[src/rtl/usb_in_retry_seq.sv]
module usb_in_retry_seq #(
  parameter int LIM_W     = 8,
  parameter int ERR_LIMIT = 3,
  localparam int ECW      = $clog2(ERR_LIMIT + 1)
) (
  input  logic             clk,
  input  logic             rst_n,
  input  logic             cmd_req_set,
  input  logic             cmd_req_clr,
  input  logic [3:0]       cmd_flag_clr,
  input  logic             lim_wr,
  input  logic [LIM_W-1:0] lim_wdata,
  output logic             tok_send,
  output logic             ack_send,
  input  logic             rsp_valid,
  input  logic [2:0]       rsp_kind,
  input  logic             frame_tick,
  output logic             req_pkt,
  output logic             pkt_ready,
  output logic             stall_seen,
  output logic             err_flag,
  output logic             nak_tmo,
  output logic [ECW-1:0]   err_count,
  output logic [LIM_W-1:0] nak_limit,
  output logic             irq
);

  localparam logic [2:0] K_STALL = 3'b001;
  localparam logic [2:0] K_NAK   = 3'b010;
  localparam logic [2:0] K_DATA0 = 3'b011;
  localparam logic [2:0] K_DATA1 = 3'b100;

  logic             busy;
  logic             nak_run;
  logic [LIM_W-1:0] nak_elapsed;

  wire take      = busy && rsp_valid;
  wire is_stall  = take && rsp_kind == K_STALL;
  wire is_nak    = take && rsp_kind == K_NAK;
  wire is_data   = take && (rsp_kind == K_DATA0 || rsp_kind == K_DATA1);
  wire is_miss   = take && !is_stall && !is_nak && !is_data;
  wire [ECW-1:0] err_next = err_count + 1'b1;
  wire err_hit   = is_miss && err_next == ECW'(ERR_LIMIT);
  wire nak_exp   = is_nak && nak_limit != '0 && nak_run && nak_elapsed >= nak_limit;
  wire finish    = is_stall || is_data || err_hit;
  wire start     = !busy && req_pkt && !pkt_ready && !nak_tmo;
  wire resume    = cmd_flag_clr[2] && nak_tmo;

  always_ff @(posedge clk) begin
    if (!rst_n) begin
      busy     <= 1'b0;
      tok_send <= 1'b0;
      ack_send <= 1'b0;
      irq      <= 1'b0;
    end else begin
      tok_send <= start;
      ack_send <= is_data;
      irq      <= finish || nak_exp;
      if (start)     busy <= 1'b1;
      else if (take) busy <= 1'b0;
    end
  end

  always_ff @(posedge clk) begin
    if (!rst_n) begin
      req_pkt    <= 1'b0;
      pkt_ready  <= 1'b0;
      stall_seen <= 1'b0;
      err_flag   <= 1'b0;
      nak_tmo    <= 1'b0;
      nak_limit  <= '0;
    end else begin
      if (finish)           req_pkt <= 1'b0;
      else if (cmd_req_clr) req_pkt <= 1'b0;
      else if (cmd_req_set) req_pkt <= 1'b1;

      if (is_data)              pkt_ready <= 1'b1;
      else if (cmd_flag_clr[3]) pkt_ready <= 1'b0;

      if (is_stall)             stall_seen <= 1'b1;
      else if (cmd_flag_clr[0]) stall_seen <= 1'b0;

      if (err_hit)              err_flag <= 1'b1;
      else if (cmd_flag_clr[1]) err_flag <= 1'b0;

      if (nak_exp)              nak_tmo <= 1'b1;
      else if (cmd_flag_clr[2]) nak_tmo <= 1'b0;

      if (lim_wr) nak_limit <= lim_wdata;
    end
  end

  always_ff @(posedge clk) begin
    if (!rst_n) begin
      err_count <= '0;
    end else if (is_stall || is_nak || is_data || err_hit) begin
      err_count <= '0;
    end else if (is_miss) begin
      err_count <= err_next;
    end else if (cmd_req_clr) begin
      err_count <= '0;
    end
  end

  always_ff @(posedge clk) begin
    if (!rst_n || finish || cmd_req_clr || resume) begin
      nak_run     <= 1'b0;
      nak_elapsed <= '0;
    end else if (is_nak && !nak_run) begin
      nak_run     <= 1'b1;
      nak_elapsed <= '0;
    end else if (nak_run && frame_tick && nak_elapsed != '1) begin
      nak_elapsed <= nak_elapsed + 1'b1;
    end
  end

  AST_TOKEN_SINGLE: assert property (@(posedge clk) disable iff (!rst_n)
    tok_send |=> !tok_send);
  AST_NO_TOKEN_WHEN_READY: assert property (@(posedge clk) disable iff (!rst_n)
    pkt_ready |-> !tok_send);
  AST_ACK_WITH_READY: assert property (@(posedge clk) disable iff (!rst_n)
    ack_send |-> pkt_ready && !req_pkt);
  AST_STALL_DROPS_REQ: assert property (@(posedge clk) disable iff (!rst_n)
    $rose(stall_seen) |-> !req_pkt && err_count == '0);
  AST_ERR_DROPS_REQ: assert property (@(posedge clk) disable iff (!rst_n)
    $rose(err_flag) |-> !req_pkt && err_count == '0);
  AST_ERRCNT_BOUND: assert property (@(posedge clk) disable iff (!rst_n)
    err_count < ECW'(ERR_LIMIT));
  AST_HALT_NO_TOKEN: assert property (@(posedge clk) disable iff (!rst_n)
    nak_tmo |-> !tok_send);
  AST_IRQ_PULSE: assert property (@(posedge clk) disable iff (!rst_n)
    irq |=> !irq);

endmodule

[config.mk]
export PLATFORM = sky130hd
export DESIGN_NAME = usb_in_retry_seq
export DESIGN_NICKNAME = d
export VERILOG_FILES = /design/src/rtl/usb_in_retry_seq.sv
export SDC_FILE = /design/constraint.sdc
export NUM_CORES = 1
export LEC_CHECK = 0
export ABC_AREA = 1
export BUFFER_PORTS_ARGS = -buffer_cell sky130_fd_sc_hd__buf_2
export CORE_MARGIN = 4
export CORE_UTILIZATION = 49
export CTS_CLUSTER_SIZE = 8
export DETAILED_ROUTE_END_ITERATION = 7
export PLACE_DENSITY_LB_ADDON = 0.15
export SYNTH_ARGS = -nofsm -noshare
export SYNTH_HDL_FRONTEND = slang
export SYNTH_SLANG_ARGS = --single-unit
[constraint.sdc]
create_clock -name clk -period 1.55 [get_ports clk]
set_input_delay 0.2325 -clock clk [delete_from_list [all_inputs] [get_ports clk]]
set_output_delay 0.2325 -clock clk [all_outputs]
set_load 0.02 [all_outputs]
==> metrics.cfg <==
[outcome]
status=complete, no violations

[detailed_routing]
drc=0
via_per_inst=5.04
dr.max_layer_used=met4
drt-wirelength-per-cell_um=11.6
ant_nets=0
met3_length_um=142
dr.pass1.iters=4
wl_met1_um=1530
wirelength_um=3370
num_vias=1467
wl_met2_um=1670
drt_iter0_markers=69

[power]
seq_power_share_pct=52.8
power_leakage_nw=0.854
p_sw_uw=351
power_mw=1.42
swShare_pct=24.7
intPower_mw=1.07
clkPwrFrac_pct=34.5
p_comb_share_pct=12.7
vdd_drop_max_uv=512
powerDensity_nw_per_um2=775

[global_route]
grt-ovfl-total=0
antenna_found_initial=0
grt_max_degree=17
grt_pass1_vias=1351
gr-usage-all-layers_pct=17.4
grt_pass1_wl_um=5710

[setup_path]
cp_max_fo=5
worstReg2RegStart=nak_elapsed[3]$_SDFFE_PP0P_
critPathLaunch=nak_elapsed[3]$_SDFFE_PP0P_
crit_family=simple AND/OR/NAND/NOR gates
worst-path-buf-inv=1
crit_path_cell_trace=nand2_1 -> nor2_4 -> nand2_1 -> nand2_2 -> xor2_1 -> inv_1 -> nor3_1
critical_path_class=reg2reg
start_kind=flip-flop
cpMaxStageDelayCell=dfxtp_1
crit_arrival_ns=1.69
endpoint_kind=flip-flop
cp_common_cell=nand2_1
required_ns=1.81
slowest_delay_ns=0.46

[die]
core_area_um2=2850
start_util_pct=52.8
row_count=19
chipHeight_um=63.4
die_x_um=63.4
ios=40
die_area_um2=4030

[logic_synthesis]
synthFlopType=dfxtp_1
ys_seq_area_share_pct=37.2
synthTopCellsByCount=nand2_1, inv_1, dfxtp_1
synth_edf_count=0
ys_top_cells_by_area=dfxtp_1, nand2_1, inv_1
synth-seq-cells=28
syn-num-nets=246
synthCells=214
netlist.area_leader.share_pct=37.2
synth_cell_type_count=24
yosysWarnings=0
async_reset_ff_share_pct=0
synth_area_um2=1510
synth_top_area_cell=dfxtp_1
avgSynthCellArea_um2=7.04
synth_most_common_cell=nand2_1

[sta]
finalHoldViolCount=0
maxSlewHeadroom_pct=75.4
min_period_over_period_pct=92.2
period_needed_ns=1.43
hold_slack_ns=0.0755
max_freq_mhz=700
worstMarginPinSlew_ns=0.369
fin_skew_ns=0.0116
setup_viol=0
fin_tns_setup_ns=0
drv_slew=0
rsz0062_at_grt=false

[place]
port_buffers=39
dp_hpwl_um=2640
place.gp.congestion=0.827

[min_path]
hold_class=in2reg
min-delay-start=cmd_flag_clr[3]

[finish]
fillers=284
area_growth_pct=21.8
drive_above_1_share_pct=25.4
fin_nets=293
num_antenna_cells=0

[clock_network]
cts_root_buf=clkbuf_4
cts_hold_buffers=0
post_cts_buffers=0
clock_sinks=28
clk_latency_ns=0.34
path_clk_slew_ns=0.16
cts_made_buffers=3
cts_tree=done
clock_path_buffers=2
cts_max_level=1

[job]
cap_violations=0

-- power groups by stage --
stage | Combinational (mW) | Clock (mW) | Sequential [mW]
after detailed placement | 0.181 | 0 | 0.767
after CTS | 0.182 | 0.504 | 0.751
final | 0.180 | 0.491 | 0.751
after global routing | 0.204 | 0.525 | 0.755
after floorplan | 0.0881 | 0 | 0.790
after global placement | 0.179 | 0 | 0.767
-- flip-flops by register name (all words and copies together), names as in the netlist --
| register | cells |
|---|---|
| ack_send | 1 |
| busy | 1 |
| err_count | 2 |
| err_flag | 1 |
| irq | 1 |
| nak_elapsed | 8 |
| nak_limit | 8 |
| nak_run | 1 |
| nak_tmo | 1 |
| pkt_ready | 1 |
| req_pkt | 1 |
| stall_seen | 1 |
| tok_send | 1 |
-- logic make-up after synthesis --
kind of cell    count (synthesis)  synth area share [%]
compound gates                 34                  12.5
xor+xnor                        2                  1.16
fa+ha+maj                      10                  8.31
buf+inv                        37                  9.22
flops                          28                  37.2
simple gates                  103                  31.6
-- stage by stage --
| step | area [µm²] | utilization (%) | std cells | worst slack (ns) |
|---|---|---|---|---|
| 5_1_grt | 1830 | 64.3 | 291 | 0.0104 |
| 4_1_cts | 1820 | 63.9 | 291 | 0.0364 |
| 3_3_place_gp | 1770 | 62.1 | 287 | 0.145 |
| 6_report | 1830 | 64.3 | 291 | 0.121 |
| 3_5_place_dp | 1770 | 62.1 | 287 | 0.123 |
| 2_1_floorplan | 1510 | - | 214 | 0.104 |
-- layout make-up --
cell class	count	area (µm²)	share of cell area, %
sequential	28	564	30.8
clock inverter	1	30.0	1.64
timing repair buffer	44	233	12.7
multi-input combinational	149	815	44.4
tap	31	38.8	2.11
inverter	35	131	7.16
clock buffer	3	22.5	1.23
-- worst register-to-register path, cell delays in order (launching register included) --
cell	delay [ns]
dfxtp_1	0.46
nand2_1	0.14
nor2_4	0.15
nand2_1	0.08
nand2_2	0.12
xor2_1	0.19
inv_1	0.07
nor3_1	0.15
-- worst paths after layout --
kind,cells after the start,slack [ns],end
setup / recovery,7,0.12,nak_elapsed[0]$_SDFFE_PP0P_
hold / removal,2,0.08,pkt_ready$_SDFFE_PN0P_
setup reg to reg,7,0.12,nak_elapsed[0]$_SDFFE_PP0P_
hold reg to reg,2,0.48,err_flag$_SDFFE_PN0P_
-- placed cells by master (no fill, tap or decap), types with 4 or more instances in the layout --
cell type / Yosys / routed
nand2_1: 42 / 42
buf_2: 0 / 39
inv_1: 35 / 34
dfxtp_1: 28 / 25
nor2_1: 24 / 24
a21oi_1: 17 / 17
nand3_1: 13 / 13
o21ai_0: 11 / 10
nor3_1: 9 / 9
ha_1: 10 / 9
buf_4: 0 / 5
nand4_1: 4 / 4
-- metal layers --
layer  global-route usage, %  up-vias
li1                        -      781
met1                    21.3      653
met2                    30.9       29
met3                    4.26        4
met4                    3.50        0
met5                       0        -
-- what timing repair did --
action,4_1_cts,5_1_grt
endpoints found under the hold margin,0,0
endpoints found under the setup margin,0,7
resized for setup,0,7
Power figures use the tool's default switching activity.
